## config.mk

```make
export PLATFORM = sky130hd
export DESIGN_NAME = bus_cycle_decoder
export DESIGN_NICKNAME = d
export VERILOG_FILES = /design/src/rtl/bcd_pkg.sv /design/src/rtl/bcd_overlay.sv /design/src/rtl/bcd_region_decode.sv /design/src/rtl/bcd_wait_timer.sv /design/src/rtl/bus_cycle_decoder.sv
export SDC_FILE = /design/constraint.sdc
export NUM_CORES = 1
export LEC_CHECK = 0
export BUFFER_PORTS_ARGS = -buffer_cell sky130_fd_sc_hd__buf_2
export CORE_ASPECT_RATIO = 1.4
export CORE_UTILIZATION = 52
export CTS_BUF_LIST = sky130_fd_sc_hd__clkbuf_16
export CTS_CLUSTER_SIZE = 8
export DETAILED_ROUTE_END_ITERATION = 12
export GPL_ROUTABILITY_DRIVEN = 0
export PLACE_DENSITY_LB_ADDON = 0.12
export SLEW_MARGIN = 20
export SYNTH_ARGS = -nofsm -noshare
export SYNTH_HDL_FRONTEND = slang
export SYNTH_SLANG_ARGS = --single-unit
```

## constraint.sdc

```tcl
create_clock -name clk -period 6.6 [get_ports clk]
set_clock_uncertainty 0.1 [all_clocks]
set_input_delay 0.99 -clock clk [delete_from_list [all_inputs] [get_ports clk]]
set_output_delay 0.99 -clock clk [all_outputs]
set_load 0.02 [all_outputs]
```

## src/rtl/bcd_pkg.sv

```systemverilog
package bcd_pkg;

    localparam int N_FIO  = 16;
    localparam int N_SLOT = 8;

    typedef enum logic [1:0] {
        CYC_FAST     = 2'd0,
        CYC_FAST_EXP = 2'd1,
        CYC_SLOW     = 2'd2
    } cyc_kind_e;

    typedef enum logic [1:0] {
        T_IDLE = 2'd0,
        T_RUN  = 2'd1,
        T_DONE = 2'd2
    } tstate_e;

    typedef struct packed {
        logic              ram_int;
        logic              ram_exp;
        logic              rom;
        logic [N_FIO-1:0]  fio;
        logic [N_SLOT-1:0] slot;
        logic              nodev;
    } sel_t;

endpackage

```

## src/rtl/bcd_overlay.sv

```systemverilog
module bcd_overlay
    import bcd_pkg::*;
(
    input  logic clk,
    input  logic rst,
    input  logic ctl_we,
    input  logic ctl_lowmap,
    output logic overlay_on
);
    logic lowmap_q;

    always_ff @(posedge clk) begin
        if (rst)         lowmap_q <= 1'b0;
        else if (ctl_we) lowmap_q <= ctl_lowmap;
    end

    assign overlay_on = ~lowmap_q;

    // a control write decides the overlay state seen on the next clock
    p_ctl_write_r8: assert property (@(posedge clk) disable iff (rst)
        ctl_we |=> (overlay_on == !$past(ctl_lowmap)));

endmodule

```

## src/rtl/bcd_region_decode.sv

```systemverilog
module bcd_region_decode
    import bcd_pkg::*;
(
    input  logic [23:0] a,
    input  logic        overlay_on,
    output sel_t        sel,
    output cyc_kind_e   kind
);
    logic [N_FIO-1:0]  fio_hit;
    logic [N_SLOT-1:0] slot_hit;
    logic              unused_lo;

    assign unused_lo = ^a[15:0];

    for (genvar g = 0; g < N_FIO; g++) begin : g_fio
        assign fio_hit[g] = (a[19:16] == 4'(g));
    end

    for (genvar s = 0; s < N_SLOT; s++) begin : g_slot
        assign slot_hit[s] = (a[20:18] == 3'(s));
    end

    always_comb begin
        sel  = '0;
        kind = CYC_SLOW;
        unique case (a[23:22])
            2'b00: begin
                if (overlay_on) begin
                    sel.rom = 1'b1;
                    kind    = CYC_SLOW;
                end else if (a[21]) begin
                    sel.ram_exp = 1'b1;
                    kind        = CYC_FAST_EXP;
                end else begin
                    sel.ram_int = 1'b1;
                    kind        = CYC_FAST;
                end
            end
            2'b01: begin
                sel.fio = fio_hit;
                kind    = CYC_FAST;
            end
            2'b10: begin
                sel.rom = 1'b1;
                kind    = CYC_SLOW;
            end
            default: begin
                if (!a[21]) sel.slot  = slot_hit;
                else        sel.nodev = 1'b1;
                kind = CYC_SLOW;
            end
        endcase
    end

    // the combinational decode itself never names two targets
    always_comb begin
        a_dec_onehot_r9: assert ($onehot0(sel) || $isunknown(a));
    end

endmodule

```

## src/rtl/bcd_wait_timer.sv

```systemverilog
module bcd_wait_timer
    import bcd_pkg::*;
#(
    parameter int CNT_W = 8
)(
    input  logic             clk,
    input  logic             rst,
    input  logic             as_req,
    input  logic [CNT_W-1:0] len,
    output logic             start,
    output logic             dtack
);
    tstate_e          st;
    logic [CNT_W-1:0] cnt;

    assign start = as_req && (st == T_IDLE);

    always_ff @(posedge clk) begin
        if (rst) begin
            st    <= T_IDLE;
            cnt   <= '0;
            dtack <= 1'b0;
        end else begin
            dtack <= 1'b0;
            unique case (st)
                T_IDLE: if (as_req) begin
                    st  <= T_RUN;
                    cnt <= len - 1'b1;
                end
                T_RUN: begin
                    if (!as_req) begin
                        st <= T_IDLE;
                    end else if (cnt == '0) begin
                        dtack <= 1'b1;
                        st    <= T_DONE;
                    end else begin
                        cnt <= cnt - 1'b1;
                    end
                end
                default: if (!as_req) st <= T_IDLE;
            endcase
        end
    end

    // the acknowledge only ever follows a running cycle
    p_dtack_from_run_r10: assert property (@(posedge clk) disable iff (rst)
        dtack |-> ($past(st) == T_RUN));

    // the acknowledge never lasts two clocks
    p_dtack_once_r10: assert property (@(posedge clk) disable iff (rst)
        dtack |=> !dtack);

endmodule

```

## src/rtl/bus_cycle_decoder.sv

```systemverilog
module bus_cycle_decoder
    import bcd_pkg::*;
#(
    parameter int ADDR_W    = 32,
    parameter int FAST_CLKS = 100,
    parameter int SLOW_CLKS = 250
)(
    input  logic              clk,
    input  logic              rst,
    input  logic              as_req,
    input  logic [ADDR_W-1:0] addr,
    input  logic              exp_wait_strap,
    input  logic              ctl_we,
    input  logic              ctl_lowmap,
    output logic              ram_int_sel,
    output logic              ram_exp_sel,
    output logic              rom_sel,
    output logic [N_FIO-1:0]  fio_sel,
    output logic [N_SLOT-1:0] slot_sel,
    output logic              nodev,
    output logic              dtack
);
    localparam int CNT_W = $clog2(FAST_CLKS + SLOW_CLKS + 2);

    logic             overlay_on;
    sel_t             dec_sel;
    cyc_kind_e        dec_kind;
    logic [CNT_W-1:0] len;
    logic             start;
    sel_t             sel_q;

    if (ADDR_W > 24) begin : g_hi
        logic unused_hi;
        assign unused_hi = ^addr[ADDR_W-1:24];
    end

    bcd_overlay u_ovl (
        .clk        (clk),
        .rst        (rst),
        .ctl_we     (ctl_we),
        .ctl_lowmap (ctl_lowmap),
        .overlay_on (overlay_on)
    );

    bcd_region_decode u_dec (
        .a          (addr[23:0]),
        .overlay_on (overlay_on),
        .sel        (dec_sel),
        .kind       (dec_kind)
    );

    always_comb begin
        unique case (dec_kind)
            CYC_FAST:     len = CNT_W'(FAST_CLKS);
            CYC_FAST_EXP: len = CNT_W'(FAST_CLKS) + CNT_W'(exp_wait_strap);
            default:      len = CNT_W'(SLOW_CLKS);
        endcase
    end

    bcd_wait_timer #(.CNT_W(CNT_W)) u_tmr (
        .clk    (clk),
        .rst    (rst),
        .as_req (as_req),
        .len    (len),
        .start  (start),
        .dtack  (dtack)
    );

    always_ff @(posedge clk) begin
        if (rst)          sel_q <= '0;
        else if (!as_req) sel_q <= '0;
        else if (start)   sel_q <= dec_sel;
    end

    assign ram_int_sel = sel_q.ram_int;
    assign ram_exp_sel = sel_q.ram_exp;
    assign rom_sel     = sel_q.rom;
    assign fio_sel     = sel_q.fio;
    assign slot_sel    = sel_q.slot;
    assign nodev       = sel_q.nodev;

    // never two selects at once on the outputs
    p_one_sel_r9: assert property (@(posedge clk) disable iff (rst)
        $onehot0({ram_int_sel, ram_exp_sel, rom_sel, fio_sel, slot_sel, nodev}));

    // a strobe sampled low clears every select on the next clock
    p_sel_clear_r11: assert property (@(posedge clk) disable iff (rst)
        !as_req |=> ({ram_int_sel, ram_exp_sel, rom_sel, fio_sel, slot_sel, nodev} == '0));

    // an acknowledge is only produced while the strobe was held
    p_dtack_strobe_r11: assert property (@(posedge clk) disable iff (rst)
        dtack |-> $past(as_req));

    // every acknowledge comes with a decoded target
    p_dtack_has_sel_r10: assert property (@(posedge clk) disable iff (rst)
        dtack |-> ({ram_int_sel, ram_exp_sel, rom_sel, fio_sel, slot_sel, nodev} != '0));

endmodule

```

==> metrics.txt <==
Pins Over Slew Limit=0; grt met3 use=0.0594; # port buffers=42; largest family of logic cells by synthesized area=simple AND/OR/NAND/NOR gates; CTS tree=yes; CTS H-tree depth=2; Hold Path Depth=2; num rows=24; Net Switching=roughly 0.14 mW; Syn Nets=238; GRT busiest layer=met2; Seq pwr share=0.473; worst setup margin=about 3700 ps; Design Power=between 0.5 and 0.6 mW; CP Max Fanout=9; setup violators final=0; largest net degree at the start of global routing=35; Overall Global Routing Usage=0.260; clock sinks=41; slowest stage cell on the critical path=nor4_2; critical path cell sequence=buf_2 > o21ba_2 > nand2_1 > o21ai_0 > ha_1 > inv_1 > nor4_2 > o2111ai_1 > nor3b_1; Gates resized, CTS repair=0; ys flop type=dfxtp_1; combinational power share=0.112; CORE AREA=around 3200 um^2; asr flop ratio synth=0; setup_tns=0 ps; root buffer cell=clkbuf_16; met2 usage=0.463; Via Count=~1700; worst vdd ir=~0.21 mV; critical path launch point type=primary input; Hold Crit Start=ram_int_sel; Worst-Margin Slew=roughly 1000 ps; Layout Utilization=0.667; vias in the first global route=about 1600; # IOs=67; layout cell share with drive strength beyond 1=0.249; Synth Instances=approximately 200; RSZ-0062 raised after global routing=false; Pre-antenna DRT Iters=4; post-CTS setup repair buffer count=0; Reg2Reg Setup Slack=roughly 3900 ps; post-synthesis sequential area ratio=0.457; Overflow after GRT=0; die area=around 3700 um^2; Syn Area/Cell=9.03 um^2; WP data required=6670 ps; number of synthesis warnings=0; hold path endpoint=ram_int_sel; Final ANT Viol Nets=0; max-cap violations=0; crit path from=addr[23]; complex-gate fraction of the synthesized area=0.233; Post-route DRC=0; final-stage net count=275; arrival time worst endpoint=just under 3000 ps; Die X=51.7 um; crit-path leading delay family=simple AND/OR/NAND/NOR gates; Die Height=between 70 and 80 um; reg2reg start=u_tmr.st[1]; CTS Hold Bufs=0; first-pass GRT wire length=~7.2 mm; leakage power=0.858 nW; adder-cell share of the synthesized area=0.00696; flops & latches, synth=between 40 and 50; Clock transition at path regs=60 ps; Crit path depth=9; initial DRC count=between 60 and 70; drt wl/cell=approximately 16 um; XOR/XNOR Fraction of Synth Area=0; Slew headroom=0.295; multi-input logic area=slightly above 900 um^2; Layout area overhead=19.4%; Syn Std Cell Area=1800 um^2; reg2reg path depth=8; average vias per placed instance=6.07; ant diodes=0; P_int=between 0.4 and 0.5 mW; multiplexer area fraction after synthesis=0.0111; switching share of power=0.255; DRT Wirelength=around 4.5 mm; Clock Latency Late Sink=roughly 280 ps; Post-synth EDFFs=0; crit end category=flop; Clock Power Share=0.415; Crit Reg-Reg Endpoint=u_tmr.cnt[6]; starting density of the core=0.559; critical path type=in -> reg; cell total after placement=268; Place WS=~3500 ps; initial antenna violation count=0; Bufs and invs on worst path=2; register area=821 um^2; Detailed Place HPWL=about 3.2 mm; CP peak stage delay=~540 ps; PD cells=258 nW/um^2; CTS Buf Count=5; Hold Crit Class=reg -> reg; Synth Area in Simple Gates=0.253; period utilization=0.434; CTS Buffer Depth=2; met1 Track Usage GR=0.282; final hold vios=0; FILL cells=271; fin cells=roughly 280; status=finished clean; FMAX=349 MHz; Netlist cell types=46; clock period minus worst slack=~2900 ps
## state kept, by name, indices dropped and copies added (netlist names)
name and cells:
fio_sel 16, u_tmr.cnt 9, slot_sel 8, u_tmr.st 2, nodev 1, ram_exp_sel 1, ram_int_sel 1, rom_sel 1
u_ovl.lowmap_q 1, u_tmr.dtack 1
## cells in the mapped netlist, drive strengths merged (2+ instances only)
master,number,area [um^2]
inv,3,11.3
clkbuf,10,37.5
and3,2,12.5
o21ai,6,30.0
a31oi,2,18.8
o31ai,2,15.0
nor3b,5,47.5
dfxtp,41,821
a21oi,9,45.0
a311oi,3,26.3
nand4,2,12.5
mux2i,2,20.0
nor4,4,37.5
nor2b,4,25.0
a22oi,25,188
buf,3,20.0
nor4bb,3,30.0
nor4b,2,17.5
nand2,10,37.5
nor3,6,35.0
nor2,32,120
a211oi,2,15.0
nand2b,4,25.0
## power groups by stage
stage          sequential, mW  combinational, mW  clock (mW)
2_1_floorplan           0.266             0.0452           0
3_3_place_gp            0.267             0.0582           0
3_5_place_dp            0.268             0.0608           0
4_1_cts                 0.262             0.0614       0.233
5_1_grt                 0.263             0.0679       0.242
6_report                0.262             0.0620       0.230
## worst min-delay path: cells and delay by family, from the launching register on
family | cells | cell delay, ps
AO/OA/AOI/OAI | 1 | 50
AND/OR/NAND/NOR | 1 | 50
flip-flops | 1 | 300
## worst max path at each step
stage,to
after floorplan,u_tmr.cnt[6]
after global placement,u_tmr.cnt[6]
after detailed placement,u_tmr.cnt[6]
after CTS,u_tmr.cnt[6]
after global routing,u_tmr.cnt[6]
final,u_tmr.cnt[6]
## metrics by stage
step,area (um^2),hold slack (ps)
6_report,2140,348
5_1_grt,2140,370
4_1_cts,2140,350
3_5_place_dp,2010,344
3_3_place_gp,2010,338
2_1_floorplan,1800,347
## cells by family (layout without fill, tap and decap cells)
logic type / count (synthesis) / in the layout
compound gates: 58 / 58
fa+ha+maj: 1 / 1
buf+inv: 16 / 54
flops: 41 / 41
mux: 2 / 2
simple gates: 81 / 81
## layout by cell type, fill, tap and decap left out, types with 3 or more instances in the layout
master / Yosys / layout
a21oi_1: 9 / 9
a22oi_1: 25 / 25
a311oi_1: 3 / 3
buf_2: 1 / 42
clkbuf_16: 0 / 5
dfxtp_1: 41 / 41
inv_1: 3 / 4
nand2_1: 10 / 10
nand2b_1: 4 / 4
nor2_1: 32 / 32
nor2b_1: 4 / 4
nor3_1: 5 / 5
nor3b_1: 3 / 3
nor4bb_1: 3 / 3
o21ai_0: 6 / 6
## layer usage
metal / part of all wire / wire length, um
met4: 0.018 / 82
met5: 0 / 0
met1: 0.40 / 1810
met3: 0.035 / 160
met2: 0.55 / 2460
## layout make-up
cell class / instances / area share
Multi-Input combinational cell: 142 / 0.423
Sequential cell: 41 / 0.383
Timing Repair Buffer: 43 / 0.102
Clock buffer: 5 / 0.0583
Tap cell: 39 / 0.0228
Clock inverter: 3 / 0.00642
Inverter: 3 / 0.00525
(Power assumes the default switching activity.)
